## src/rtl/zr_pkg.sv

```systemverilog
package zr_pkg;
  localparam int unsigned CPU_AW   = 32;
  localparam int unsigned PHYS_AW  = 31;
  localparam int unsigned REG_AW   = 6;
  localparam int unsigned REG_DW   = 32;
  localparam int unsigned N_ZONES  = 3;
  localparam int unsigned ZONE_SH  = 4;   // register stride 16 bytes
  localparam int unsigned SEG_BITS = 3;

  typedef logic [CPU_AW-1:0] cpu_addr_t;
  typedef logic [PHYS_AW-1:0] phys_addr_t;
  typedef logic [REG_DW-1:0] map_word_t;

  function automatic cpu_addr_t zone_lo(input int unsigned idx);
    case (idx)
      0:       return 32'h0000_0000;
      1:       return 32'h1000_0000;
      default: return 32'h2000_0000;
    endcase
  endfunction

  function automatic cpu_addr_t zone_hi(input int unsigned idx);
    case (idx)
      0:       return 32'h0FFF_FFFF;
      1:       return 32'h13FF_FFFF;
      default: return 32'h9FFF_FFFF;
    endcase
  endfunction
endpackage

```

## src/rtl/zr_seg_strip.sv

```systemverilog
module zr_seg_strip
  import zr_pkg::*;
(
  input  cpu_addr_t cpu_addr_i,
  output cpu_addr_t log_addr_o
);
  logic direct_seg;
  assign direct_seg = (cpu_addr_i[CPU_AW-1 -: 2] == 2'b10);

  always_comb begin
    log_addr_o = cpu_addr_i;
    if (direct_seg) log_addr_o[CPU_AW-1 -: SEG_BITS] = '0;
  end
endmodule

```

## src/rtl/zr_zone_decode.sv

```systemverilog
module zr_zone_decode
  import zr_pkg::*;
#(
  parameter int unsigned NZ = N_ZONES
) (
  input  cpu_addr_t        log_addr_i,
  output logic [NZ-1:0]    hit_o
);
  for (genvar z = 0; z < NZ; z++) begin : g_zone
    localparam cpu_addr_t LO = zone_lo(z);
    localparam cpu_addr_t HI = zone_hi(z);
    assign hit_o[z] = (log_addr_i >= LO) && (log_addr_i <= HI);
  end
endmodule

```

## src/rtl/zr_map_regs.sv

```systemverilog
module zr_map_regs
  import zr_pkg::*;
#(
  parameter int unsigned NZ = N_ZONES
) (
  input  logic                clk_i,
  input  logic                rst_ni,
  input  logic                we_i,
  input  logic [REG_AW-1:0]   addr_i,
  input  map_word_t           wdata_i,
  output map_word_t           rdata_o,
  output map_word_t [NZ-1:0]  map_o
);
  logic [NZ-1:0] sel;

  for (genvar z = 0; z < NZ; z++) begin : g_reg
    localparam logic [REG_AW-1:0] OFS = REG_AW'(z << ZONE_SH);
    assign sel[z] = (addr_i == OFS);

    always_ff @(posedge clk_i or negedge rst_ni) begin
      if (!rst_ni)           map_o[z] <= '0;
      else if (we_i && sel[z]) map_o[z] <= wdata_i;
    end
  end

  always_comb begin
    rdata_o = '0;
    for (int z = 0; z < NZ; z++) begin
      if (sel[z]) rdata_o = rdata_o | map_o[z];
    end
  end
endmodule

```

## src/rtl/zone_remap.sv

```systemverilog
module zone_remap
  import zr_pkg::*;
(
  input  logic                clk_i,
  input  logic                rst_ni,
  input  logic                reg_we_i,
  input  logic [REG_AW-1:0]   reg_addr_i,
  input  logic [REG_DW-1:0]   reg_wdata_i,
  output logic [REG_DW-1:0]   reg_rdata_o,
  input  logic                req_valid_i,
  input  logic [CPU_AW-1:0]   req_addr_i,
  output logic                req_ready_o,
  output logic                mem_valid_o,
  output logic [PHYS_AW-1:0]  mem_addr_o,
  output logic                mem_oob_o,
  input  logic                mem_ready_i
);
  cpu_addr_t                 log_addr;
  logic [N_ZONES-1:0]        hit;
  map_word_t [N_ZONES-1:0]   map;
  phys_addr_t                ofs;

  zr_seg_strip u_strip (
    .cpu_addr_i (req_addr_i),
    .log_addr_o (log_addr)
  );

  zr_zone_decode #(.NZ(N_ZONES)) u_dec (
    .log_addr_i (log_addr),
    .hit_o      (hit)
  );

  zr_map_regs #(.NZ(N_ZONES)) u_regs (
    .clk_i   (clk_i),
    .rst_ni  (rst_ni),
    .we_i    (reg_we_i),
    .addr_i  (reg_addr_i),
    .wdata_i (reg_wdata_i),
    .rdata_o (reg_rdata_o),
    .map_o   (map)
  );

  // windows are disjoint, so OR-select is exact
  always_comb begin
    ofs = '0;
    for (int z = 0; z < N_ZONES; z++) begin
      if (hit[z]) ofs = ofs | map[z][PHYS_AW-1:0];
    end
  end

  assign mem_addr_o  = log_addr[PHYS_AW-1:0] + ofs;
  assign mem_oob_o   = ~|hit;
  assign mem_valid_o = req_valid_i;
  assign req_ready_o = mem_ready_i;
endmodule

```

## config.mk

```make
export PLATFORM = sky130hd
export DESIGN_NAME = zone_remap
export DESIGN_NICKNAME = d
export VERILOG_FILES = /design/src/rtl/zr_pkg.sv /design/src/rtl/zr_seg_strip.sv /design/src/rtl/zr_zone_decode.sv /design/src/rtl/zr_map_regs.sv /design/src/rtl/zone_remap.sv
export SDC_FILE = /design/constraint.sdc
export NUM_CORES = 1
export LEC_CHECK = 0
export BUFFER_PORTS_ARGS = -buffer_cell sky130_fd_sc_hd__buf_2
export CAP_MARGIN = 20
export CORE_MARGIN = 4
export CORE_UTILIZATION = 52
export CTS_CLUSTER_DIAMETER = 40
export CTS_CLUSTER_SIZE = 14
export DETAILED_ROUTE_END_ITERATION = 8
export PLACE_DENSITY_LB_ADDON = 0.1
export SETUP_SLACK_MARGIN = 0.2
export SYNTH_ARGS = -nofsm -noshare
export SYNTH_HDL_FRONTEND = slang
export SYNTH_HIERARCHICAL = 1
export SYNTH_SLANG_ARGS = --single-unit
```

## constraint.sdc

```tcl
create_clock -name clk_i -period 7.95 [get_ports clk_i]
set_input_delay 1.59 -clock clk_i [delete_from_list [all_inputs] [get_ports clk_i]]
set_output_delay 1.59 -clock clk_i [all_outputs]
set_load 0.01 [all_outputs]
```

==> impl_results.rst <==
.. list-table::
   :header-rows: 1

   * - Metric
     - Value
   * - Flip-flop count of the largest register after layout
     - 96
   * - Overall power of the completed layout
     - 1.51 mW
   * - TritonCTS clock tree
     - yes
   * - Average footprint of a synthesized cell
     - between 9 and 10 um2
   * - Number of I/O pins
     - between 100 and 150
   * - Post-synthesis sequential area ratio
     - 0.346
   * - Area of the placeable core
     - 12,800 um2
   * - Largest registers in the final layout
     - u_regs/map_o x96
   * - EDFF count, synth
     - 0
   * - Final Net Count
     - roughly 890
   * - Initial core utilization
     - 0.541
   * - Sum of net half-perimeters after detailed placement
     - approximately 14,000 um
   * - Std-Cell Rows
     - just over 40
   * - Full die area
     - 15,200 um2
   * - Largest register by flop count
     - u_regs/map_o
   * - Aggregate routed wire length
     - 19,100 um
   * - Share of async-settable or async-resettable flops after synthesis
     - 1.00
   * - Data required time at the worst endpoint
     - roughly 6.4 ns
   * - Instance count of the mapped netlist
     - 697
   * - DRT Pass-1 Iters
     - 6
   * - CTS buffer count
     - 9
   * - Type of the worst setup path
     - in2out
   * - Most common cell after layout, fill and taps aside
     - sky130_fd_sc_hd__buf_2
   * - Status
     - complete, no violations
   * - Maximum level of the CTS H-tree
     - 3
   * - Largest net degree at the start of global routing
     - 58
   * - Clock slew at reported path FFs
     - 0.06 ns
   * - Root Buffer Master
     - sky130_fd_sc_hd__clkbuf_16
   * - Wire length per cell after detailed routing
     - 19.8 um
   * - Grt total ovfl
     - 0
   * - Final count of pins violating max slew
     - 0
   * - Number of fillers in the final layout
     - roughly 1,100
   * - Total Neg Setup Slack
     - 0 ns
   * - Combined area of all synthesized cells
     - a little under 7000 um2
   * - Number of nets produced by synthesis
     - 806
   * - Element type at the critical path end
     - output pin
   * - Number of synthesized register bits
     - 96
   * - Element type at the critical path start
     - input port
   * - Die width
     - 123 um
   * - Via count of the first global-routing pass
     - ~5,800
   * - Area delta synth->final
     - 12.2%
   * - Final setup viols
     - 0
   * - Arr. time, crit path
     - 5.37 ns
   * - Total global-route track usage
     - 0.259
   * - DR vias
     - 5,662
   * - Initial antenna violation count
     - 0
   * - Peak supply drop
     - 0.118 mV
   * - Yosys warning total
     - 6
   * - Setup repair after global routing missed its margin
     - false
   * - Fin. Hold Viols
     - 0
   * - Antenna viol nets, final
     - 0
   * - Buffers inserted during post-CTS setup optimization
     - 0
   * - FF/Latch Area
     - 2400 um2
   * - Post-detailed-route DRC marker count
     - 0
   * - Highest achievable clock rate
     - between 0.1 and 0.15 GHz
   * - Static Leak
     - 3.95 nW
   * - Minimum clock period after layout
     - 6.96 ns
   * - Transition time at the pin with the least slew margin
     - 1.04 ns
   * - CTS hold repair buffers
     - 0
   * - Highest-count cells in the layout ignoring fill and taps
     - 135 x sky130_fd_sc_hd__buf_2, 96 x sky130_fd_sc_hd__dfrtp_1, 90 x sky130_fd_sc_hd__mux2_2
   * - Initial drt markers
     - between 500 and 600
   * - Proportion of layout cells with a drive suffix above 1
     - 0.388
   * - Area of the multi-input gates
     - 3970 um2
   * - Input/output buffers
     - 136
   * - Count of different cell masters after synthesis
     - 58
   * - Normalized max-slew margin
     - 0.305
   * - Setup clock skew after layout
     - 0 ns
   * - Power Density
     - approximately 190 nW/um2
   * - Vias per cell
     - 5.90
   * - Global-route wire length before repair
     - just over 30,000 um
   * - Total inserted antenna cells
     - 0
   * - Number of buffers between clock root and the deepest sink
     - 2
   * - Hold Crit Class
     - reg2reg
   * - Weighted congestion at the end of routability-driven global placement
     - about 0.9
   * - Finished Core Util
     - 0.607
   * - Die extent in y
     - 123 um
   * - Worst Path Max Fanout
     - 16
   * - Clock latency reported for the late side of the worst-skew pair
     - 0.34 ns
   * - Fraction of the cycle the final worst path needs
     - 0.875
   * - Post-cts sizing count
     - 0
   * - TritonCTS sink count
     - between 90 and 100
   * - Max-cap check violation count
     - 0
   * - Most instantiated flip-flop cell in the synthesis netlist
     - sky130_fd_sc_hd__dfrtp_1
==> cells by family after synthesis <==
family,Yosys count,synth area share
muxes,128,0.202
buffers and inverters,111,0.0839
adders and majority gates,34,0.0624
xor gates and xnor gates,30,0.0379
and+or+nand+nor,142,0.105
AOI/OAI and AO/OA,156,0.162
DFF,96,0.346
==> where the power goes <==
group / switching, mW / internal [mW] / total (mW)
clock: 0.190 / 0.222 / 0.413
sequential: 0.0489 / 0.554 / 0.602
combinational: 0.269 / 0.225 / 0.493
total: 0.508 / 1.00 / 1.51
==> cell type report <==
type,instances,area share
Clock inverter,5,0.00514
Sequential cell,96,0.309
Multi-Input combinational cell,490,0.510
Timing Repair Buffer,147,0.0984
Inverter,39,0.0188
Clock buffer,11,0.0312
Tap cell,172,0.0276
==> metal layers <==
| metal | GRT usage | up-vias | share of wire |
|---|---|---|---|
| met3 | 0.0384 | 25 | 0.064 |
| met4 | 0.0740 | 0 | 0.016 |
| met1 | 0.351 | 2786 | 0.44 |
| li1 | - | 2648 | - |
| met5 | 0 | - | 0 |
| met2 | 0.433 | 203 | 0.48 |
==> Yosys cell counts (8+ instances only) <==
cell type,instances,area share
sky130_fd_sc_hd__nand3_1,8,0.0058
sky130_fd_sc_hd__o21ai_0,17,0.012
sky130_fd_sc_hd__a21o_1,8,0.0087
sky130_fd_sc_hd__ha_1,33,0.060
sky130_fd_sc_hd__buf_4,34,0.037
sky130_fd_sc_hd__nor2_1,14,0.0076
sky130_fd_sc_hd__a222oi_1,31,0.045
sky130_fd_sc_hd__inv_1,39,0.021
sky130_fd_sc_hd__xor2_1,9,0.011
sky130_fd_sc_hd__a21oi_1,64,0.046
sky130_fd_sc_hd__xnor2_1,21,0.027
sky130_fd_sc_hd__dfrtp_1,96,0.35
sky130_fd_sc_hd__or2_2,32,0.029
sky130_fd_sc_hd__nand2_1,59,0.032
sky130_fd_sc_hd__mux2_2,90,0.15
sky130_fd_sc_hd__clkbuf_1,27,0.015
sky130_fd_sc_hd__mux2i_1,32,0.046
==> critical path, stage by stage <==
cell,delay (ns)
sky130_fd_sc_hd__buf_2,0.13
sky130_fd_sc_hd__and2_2,0.20
sky130_fd_sc_hd__or3_4,0.41
sky130_fd_sc_hd__nor4b_4,0.36
sky130_fd_sc_hd__buf_4,0.33
sky130_fd_sc_hd__a222oi_1,0.18
sky130_fd_sc_hd__fa_1,0.50
sky130_fd_sc_hd__and2b_1,0.24
sky130_fd_sc_hd__o2111ai_1,0.20
sky130_fd_sc_hd__a21oi_1,0.39
sky130_fd_sc_hd__a21boi_2,0.15
sky130_fd_sc_hd__o31ai_4,0.26
sky130_fd_sc_hd__a21boi_1,0.13
sky130_fd_sc_hd__xnor2_1,0.15
sky130_fd_sc_hd__buf_2,0.15
==> through the flow <==
step	worst slack (ns)	hold slack (ns)	std cells	instance area (um2)
5_1_grt	0.720	0.530	960	7780
2_1_floorplan	1.37	0.457	697	6940
4_1_cts	0.991	0.499	960	7780
3_3_place_gp	1.17	0.466	944	7500
3_5_place_dp	1.00	0.484	944	7500
6_report	0.994	0.498	960	7780
==> final timing paths <==
| check | start | endpoint | slack [ns] | cells after the start |
|---|---|---|---|---|
| setup / recovery | req_addr_i[30] | mem_addr_o[28] | 0.99 | 15 |
| hold reg to reg | u_regs/map_o[31]$_DFFE_PN0P_ | u_regs/map_o[31]$_DFFE_PN0P_ | 0.50 | 1 |
| max in group asynchronous | rst_ni | u_regs/map_o[17]$_DFFE_PN0P_ | 5.57 | 2 |
| min in group asynchronous | rst_ni | u_regs/map_o[50]$_DFFE_PN0P_ | 1.22 | 1 |
| setup reg to reg | u_regs/map_o[52]$_DFFE_PN0P_ | u_regs/map_o[52]$_DFFE_PN0P_ | 7.14 | 1 |
| hold / removal | u_regs/map_o[31]$_DFFE_PN0P_ | u_regs/map_o[31]$_DFFE_PN0P_ | 0.50 | 1 |
Note: power is estimated with default switching activity, not from simulation.
